## config.mk

```make
export PLATFORM = sky130hd
export DESIGN_NAME = hw_sem_array
export DESIGN_NICKNAME = d
export VERILOG_FILES = /design/src/rtl/sem_pkg.sv /design/src/rtl/sem_port_dec.sv /design/src/rtl/sem_token_cell.sv /design/src/rtl/sem_view_reg.sv /design/src/rtl/hw_sem_array.sv
export SDC_FILE = /design/constraint.sdc
export NUM_CORES = 1
export LEC_CHECK = 0
export BUFFER_PORTS_ARGS = -buffer_cell sky130_fd_sc_hd__buf_2
export CAP_MARGIN = 20
export CORE_ASPECT_RATIO = 0.8
export CORE_MARGIN = 5
export CORE_UTILIZATION = 40
export DETAILED_ROUTE_END_ITERATION = 16
export MAX_ROUTING_LAYER = met4
export PLACE_DENSITY = 0.64
export RECOVER_POWER = 25
export SLEW_MARGIN = 15
export SYNTH_ARGS = -nofsm -noshare
export SYNTH_HDL_FRONTEND = slang
export SYNTH_SLANG_ARGS = --single-unit
```

## constraint.sdc

```tcl
create_clock -name clk -period 5 [get_ports clk]
set_input_delay 1.25 -clock clk [delete_from_list [all_inputs] [get_ports clk]]
set_output_delay 1.25 -clock clk [all_outputs]
set_load 0.01 [all_outputs]
```

## src/rtl/sem_pkg.sv

```systemverilog
package sem_pkg;
  localparam int NSIDE = 2;
  typedef enum int {SIDE_L = 0, SIDE_R = 1} side_e;
endpackage

```

## src/rtl/sem_port_dec.sv

```systemverilog
module sem_port_dec #(
  parameter int NTOK = 8,
  localparam int IW = $clog2(NTOK)
) (
  input  logic            sel,
  input  logic            ce,
  input  logic            wr,
  input  logic            wd,
  input  logic [IW-1:0]   idx,
  output logic [NTOK-1:0] claim,
  output logic [NTOK-1:0] free,
  output logic            rd_en
);
  logic act;
  assign act   = sel & ~ce;
  assign rd_en = act & ~wr;

  for (genvar t = 0; t < NTOK; t++) begin : g_hit
    logic hit;
    assign hit      = act & wr & (idx == IW'(t));
    assign claim[t] = hit & ~wd;
    assign free[t]  = hit & wd;
  end
endmodule

```

## src/rtl/sem_token_cell.sv

```systemverilog
module sem_token_cell (
  input  logic clk,
  input  logic rst,
  input  logic claim_l,
  input  logic free_l,
  input  logic claim_r,
  input  logic free_r,
  output logic own_l,
  output logic own_r
);
  logic wait_l_q, wait_r_q;
  logic own_l_n, own_r_n, wait_l_n, wait_r_n;
  logic open, want_l, want_r;

  always_comb begin
    open    = (~own_l & ~own_r) | (free_l & own_l) | (free_r & own_r);
    want_l  = (claim_l | wait_l_q) & ~own_l;
    want_r  = (claim_r | wait_r_q) & ~own_r;
    own_l_n = own_l;
    own_r_n = own_r;
    if (open) begin
      own_l_n = want_l;
      own_r_n = want_r & ~want_l;
    end
    wait_l_n = want_l & ~own_l_n;
    wait_r_n = want_r & ~own_r_n;
  end

  always_ff @(posedge clk) begin
    if (rst) begin
      own_l    <= 1'b0;
      own_r    <= 1'b0;
      wait_l_q <= 1'b0;
      wait_r_q <= 1'b0;
    end else begin
      own_l    <= own_l_n;
      own_r    <= own_r_n;
      wait_l_q <= wait_l_n;
      wait_r_q <= wait_r_n;
    end
  end
endmodule

```

## src/rtl/sem_view_reg.sv

```systemverilog
module sem_view_reg #(
  parameter int NTOK = 8,
  localparam int IW = $clog2(NTOK)
) (
  input  logic            clk,
  input  logic            rst,
  input  logic            rd_en,
  input  logic [IW-1:0]   idx,
  input  logic [NTOK-1:0] mine,
  output logic            rdata
);
  always_ff @(posedge clk) begin
    if (rst)        rdata <= 1'b1;
    else if (rd_en) rdata <= ~mine[idx];
  end
endmodule

```

## src/rtl/hw_sem_array.sv

```systemverilog
module hw_sem_array #(
  parameter int NTOK = 8,
  localparam int IW = $clog2(NTOK)
) (
  input  logic          clk,
  input  logic          rst,
  input  logic          l_sel,
  input  logic          l_ce,
  input  logic          l_wr,
  input  logic          l_wdata,
  input  logic [IW-1:0] l_idx,
  output logic          l_rdata,
  input  logic          r_sel,
  input  logic          r_ce,
  input  logic          r_wr,
  input  logic          r_wdata,
  input  logic [IW-1:0] r_idx,
  output logic          r_rdata
);
  import sem_pkg::*;

  logic [NSIDE-1:0]  sel_v, ce_v, wr_v, wd_v, rd_v, rdat_v;
  logic [IW-1:0]     idx_v [NSIDE];
  logic [NTOK-1:0]   claim_v [NSIDE];
  logic [NTOK-1:0]   free_v  [NSIDE];
  logic [NTOK-1:0]   own_v   [NSIDE];
  logic [NTOK-1:0]   own_l, own_r;

  assign sel_v = {r_sel, l_sel};
  assign ce_v  = {r_ce, l_ce};
  assign wr_v  = {r_wr, l_wr};
  assign wd_v  = {r_wdata, l_wdata};
  assign idx_v[SIDE_L] = l_idx;
  assign idx_v[SIDE_R] = r_idx;
  assign l_rdata = rdat_v[SIDE_L];
  assign r_rdata = rdat_v[SIDE_R];
  assign own_l = own_v[SIDE_L];
  assign own_r = own_v[SIDE_R];

  for (genvar p = 0; p < NSIDE; p++) begin : g_side
    sem_port_dec #(.NTOK(NTOK)) u_dec (
      .sel(sel_v[p]), .ce(ce_v[p]), .wr(wr_v[p]), .wd(wd_v[p]),
      .idx(idx_v[p]), .claim(claim_v[p]), .free(free_v[p]), .rd_en(rd_v[p])
    );
    sem_view_reg #(.NTOK(NTOK)) u_view (
      .clk(clk), .rst(rst), .rd_en(rd_v[p]), .idx(idx_v[p]),
      .mine(own_v[p]), .rdata(rdat_v[p])
    );
  end

  for (genvar t = 0; t < NTOK; t++) begin : g_tok
    sem_token_cell u_cell (
      .clk(clk), .rst(rst),
      .claim_l(claim_v[SIDE_L][t]), .free_l(free_v[SIDE_L][t]),
      .claim_r(claim_v[SIDE_R][t]), .free_r(free_v[SIDE_R][t]),
      .own_l(own_v[SIDE_L][t]), .own_r(own_v[SIDE_R][t])
    );
  end
endmodule

```

# After elaboration in Yosys (flattened, before gate mapping)
# Cells that the tools add are included.
dict set report totals {
  register_bits 34
  ramBits 0
  memories 0
  rom_bits 0
  wordCells 270
  output_inout_bits 2
  in_bits 16
  latchBits 0
}
dict set report op_classes {
  n_div 0
  multipliers 0
  n_addsub 0
  eq_ne 14
  shift 0
  reduce_logical 2
  bitwise 198
  n_mux 20
  magnitude_cmp 2
}
# operator n
set op_table {}
lappend op_table {{$and A1 B1 Y1} 118}
lappend op_table {{$not A1 Y1} 48}
lappend op_table {{$or A1 B1 Y1} 32}
lappend op_table {{$eq A3 B3 Y1 const B} 8}
lappend op_table {{$mux W1} 18}
lappend op_table {{$eq A3 B2 Y1 const B} 4}
lappend op_table {{$lt A3 B4 Y1 const B} 2}
lappend op_table {{$bmux W1 S3} 2}
lappend op_table {{$eq A3 B1 Y1 const B} 2}
lappend op_table {{$logic_not A3 Y1} 2}

# Longest topological paths before layout
dict set report depth {
  word_depth 12
  mapped_depth 5
  depth_no_buf 4
}

# Cells and area by module
# A second synthesis with hierarchy kept.
dict set report unflattened {
  cells_unflattened 214
  hier_area_um2 1821.7
}
# module area_each_um2 n_inst seq_area_each_um2 cells_each
set modules_own_cells {}
lappend modules_own_cells {sem_token_cell 156.4 8 80.1 17}
lappend modules_own_cells {sem_port_dec 185.2 2 0.0 30}
lappend modules_own_cells {sem_view_reg 100.1 2 20.0 9}

# Least setup slack after synthesis
# Ideal clock, no wire load.
dict set report synth_timing {
  path_kind {input to register}
  startpoint {input port l_ce}
  endpoint {register g_tok[6].u_cell.own_r}
  required_time_ns 4.929
  t_arrival_ns 2.475
  setup_ns 0.071
  setup_slack_ns 2.455
  path_stages 5
  path_buffers 1
  path_cell_list {and4b_2 buf_6 a41oi_4 or4_1 a21oi_1}
}
dict set report synth_between {
  elab_chain_len 10
  word_cells_on_any_way 14
  classes_between {mux (1); bitwise (13)}
}
# element line
set synth_rtl {}
lappend synth_rtl {{from (decl)} hw_sem_array.sv:8} ;# input logic l_ce,
lappend synth_rtl {{$not A1 Y1 (*)} sem_port_dec.sv:15} ;# assign act = sel & ~ce;
lappend synth_rtl {{$and A1 B1 Y1 (*)} sem_port_dec.sv:15}
lappend synth_rtl {{$and A1 B1 Y1 (*) (2 in series)} sem_port_dec.sv:20} ;# assign hit = act & wr & (idx == IW'(t));
lappend synth_rtl {{$and A1 B1 Y1} sem_port_dec.sv:21} ;# assign claim[t] = hit & ~wd;
lappend synth_rtl {{$or A1 B1 Y1} sem_token_cell.sv:17} ;# want_l = (claim_l | wait_l_q) & ~own_l;
lappend synth_rtl {{$and A1 B1 Y1} sem_token_cell.sv:17}
lappend synth_rtl {{$not A1 Y1} sem_token_cell.sv:23} ;# own_r_n = want_r & ~want_l;
lappend synth_rtl {{$and A1 B1 Y1} sem_token_cell.sv:23}
lappend synth_rtl {{$mux W1 (*)} sem_token_cell.sv:21} ;# if (open) begin
lappend synth_rtl {{to (signal assigned)} sem_token_cell.sv:37} ;# own_r <= own_r_n;
lappend synth_rtl {{to (decl)} sem_token_cell.sv:9} ;# output logic own_r
# Mark *: on every way between the ends. The rest lies on a longest branch, timed or not.
# A chain may end at the register's enable or synchronous reset.

# Worst setup path after layout
dict set report layout_timing {
  startpoint {input port l_ce}
  endpoint {register g_tok[5].u_cell.own_r}
}
dict set report layout_between {
  elab_chain_len 10
  word_cells_on_any_way 14
  classes_between {mux (1); bitwise (13)}
}
# element line
set layout_rtl {}
lappend layout_rtl {{$not A1 Y1 (*)} sem_port_dec.sv:15}
lappend layout_rtl {{$and A1 B1 Y1 (*)} sem_port_dec.sv:15}
lappend layout_rtl {{$and A1 B1 Y1 (*) (2 in series)} sem_port_dec.sv:20}
lappend layout_rtl {{$and A1 B1 Y1} sem_port_dec.sv:21}
lappend layout_rtl {{$or A1 B1 Y1} sem_token_cell.sv:17}
lappend layout_rtl {{$and A1 B1 Y1} sem_token_cell.sv:17}
lappend layout_rtl {{$not A1 Y1} sem_token_cell.sv:23}
lappend layout_rtl {{$and A1 B1 Y1} sem_token_cell.sv:23}
lappend layout_rtl {{$mux W1 (*)} sem_token_cell.sv:21}
lappend layout_rtl {{to (signal assigned)} sem_token_cell.sv:37}
lappend layout_rtl {{to (decl)} sem_token_cell.sv:9}
# Marks and branches as above.

==> metrics.txt <==
status=completed; syn nets=241; PwrDens=260 nW/um2; syn_area_per_cell=around 8.6 um2; FF-to-FF End=g_tok[5].u_cell.own_r$_SDFF_PP0_; Max Cap Viol=0; most used flip-flop cell after synthesis=dfxtp_1; Worst-Margin Slew=609 ps; crit path launch type=input pin; synth cell count leaders=dfxtp_1, a21oi_1, nand3_1, nor2_1; Synth cell types=40; postcts setup bufs=0; Placed Cells=slightly below 300; # clock sinks=34; final slew viol count=0; vias after detailed routing=1820; Detailed Route WL=4640 um; routed length per instance=15.5 um; DRC Markers=0; CP Max Fanout=12; vias per inst=6.07; global-route usage over all layers=16.7%; mapped cell area=just under 2000 um2; FF+latch count, synth=34; Synth top area share=35.2%; CTS root buf=clkbuf_8; Final TNS setup=0 ps; Die Span Y=72.2 um; Relative slew margins=between 50% and 60%; register area share after synthesis=35.2%; CP required=5210 ps; min cycle time layout=2820 ps; Final setup viols=0; Yosys top cell by area=dfxtp_1; Core ar.=4620 um2; Die X=87.8 um; count leader, synth=dfxtp_1; Pwr Total=~0.56 mW; initial antenna violation count=0; Starting DRT DRC Count=a little under 90; VDD IR max=0.120 mV; # rows=22; layout cell share with drive strength beyond 1=14.6%; PostCTS Resize Cnt=0; RR Startpoint=g_tok[5].u_cell.own_l$_SDFF_PP0_; synthesis-to-layout area growth=10.9%; CTS Buffer Depth=2; FMAX=355 MHz; r2r setup slk=between 3000 and 4000 ps; cts hold-fix bufs=0; HPWL after DPL=3340 um; Reg2Reg Depth=3; n_diodes=0; die area=approximately 6300 um2; period utilization=a little under three fifths; GRT overflow=0; TritonCTS Buffers=5; Skew-Pair Late Insertion Delay=290 ps; Worst Hold Class=reg -> reg; Critical Path Source=l_ce; Initial Util=41.9%; GPL Wtd Cong=0.799; crit path to=g_tok[5].u_cell.own_r$_SDFF_PP0_; DRT Pass-1 Iters=4; final net count=255; Ys Warns=0; Non-Filler Instances=300; largest net degree at the start of global routing=35; H-tree Lvls=2; CTS tree=built; clock transition at the registers of the reported paths=70 ps; clock skew=3.95 ps; I/O pin total=18; ANT nets after route=0; Final Hold Fails=0; Cells after Synth=225; # port buffers=17; RSZ-0062 raised after global routing=no; Setup CP Type=in -> reg; top post-synthesis cells by area=dfxtp_1, a21oi_1, nand3_1; first-pass GRT wire length=8090 um; CP endpoint kind=flip-flop; number of global-route vias before repair=roughly 1700; CP arrival=3030 ps; Post-synth EDFFs=0; asr flop ratio synth=0%; leakage=0.649 nW
[flip-flops by register name (all words and copies together), names as in the netlist]
signal                 cells
g_tok.u_cell.own_r         8
g_tok.u_cell.wait_r_q      8
g_tok.u_cell.wait_l_q      8
g_side.u_view.rdata        2
g_tok.u_cell.own_l         8
[layout make-up]
type | count | area (um2)
Fill cell | 481 | 2480
Multi-Input combinational cell | 167 | 1140
Sequential cell | 34 | 681
Clock buffer | 8 | 110
Timing Repair Buffer | 18 | 86.3
Tap cell | 60 | 75.1
Inverter | 13 | 48.8
[critical path: stages]
cell and delay, ps:
clkbuf_1 90, and4b_1 640, a41oi_1 320, or4_1 570
a21oi_1 170
[where the power goes]
part / total [mW] / switching, mW / internal, mW / leakage (nW)
clock: 0.242 / 0.102 / 0.139 / 0.0575
combinational: 0.0428 / 0.0290 / 0.0138 / 0.318
sequential: 0.273 / 0.00141 / 0.272 / 0.274
total: 0.558 / 0.133 / 0.425 / 0.649
[cell usage in the layout, fill, tap and decap left out, types with 2 or more instances in the layout]
master and count:
a2111oi_0 8, a21o_1 3, a41o_1 2, a21oi_1 19, nand4bb_1 2, a41oi_4 2
and4b_1 2, nor2b_1 7, nor3_1 9, and3_1 3, clkbuf_1 5, a31oi_1 10
nand3_1 19, nand4_1 10, clkbuf_8 8, a32o_1 3, buf_2 12, nor2_1 19
o2111ai_1 3, nand2_1 12, dfxtp_1 34, inv_1 12, a32oi_1 5, a211o_1 3
or2_0 3, mux4_2 4, o21ai_0 2, a31o_2 5, or4_1 3
[kinds of logic after synthesis]
family | share of synthesized area (%)
DFF | 35.2
buffers and inverters | 5.62
AOI/OAI and AO/OA | 27.4
and+or+nand+nor | 27.1
muxes | 4.65
[metrics by stage]
stage / cell area [um2] / util [%] / worst slack (ps) / hold WS, ps
final: 2150 / 46.4 / 2180 / 471
after global routing: 2150 / 46.4 / 1950 / 514
after CTS: 2150 / 46.6 / 2410 / 468
after detailed placement: 2040 / 44.2 / 2120 / 451
after global placement: 2040 / 44.2 / 2170 / 444
after floorplan: 1940 / - / 2450 / 472
[worst min-delay path by stage]
stage,endpoint,from,slack [ps],depth (start not counted)
2_1_floorplan,g_tok[6].u_cell.wait_r_q$_SDFF_PP0_,g_tok[6].u_cell.own_r$_SDFF_PP0_,470,1
3_3_place_gp,g_side[0].u_view.rdata$_SDFFE_PP1P_,g_side[0].u_view.rdata$_SDFFE_PP1P_,440,2
3_5_place_dp,g_side[0].u_view.rdata$_SDFFE_PP1P_,g_side[0].u_view.rdata$_SDFFE_PP1P_,450,2
4_1_cts,g_side[0].u_view.rdata$_SDFFE_PP1P_,g_side[0].u_view.rdata$_SDFFE_PP1P_,470,2
5_1_grt,g_side[0].u_view.rdata$_SDFFE_PP1P_,g_side[0].u_view.rdata$_SDFFE_PP1P_,510,2
6_report,g_side[0].u_view.rdata$_SDFFE_PP1P_,g_side[0].u_view.rdata$_SDFFE_PP1P_,470,2
[routing by layer]
| metal | routed length [um] | vias to the layer above | global-route usage, % |
|---|---|---|---|
| met5 | 0 | - | - |
| met4 | 42 | 0 | 5.62 |
| met3 | 230 | 5 | 3.86 |
| met2 | 1980 | 37 | 25.1 |
| met1 | 2390 | 869 | 22.1 |
| li1 | - | 909 | - |
No activity file was read; power rests on OpenSTA's default activity.
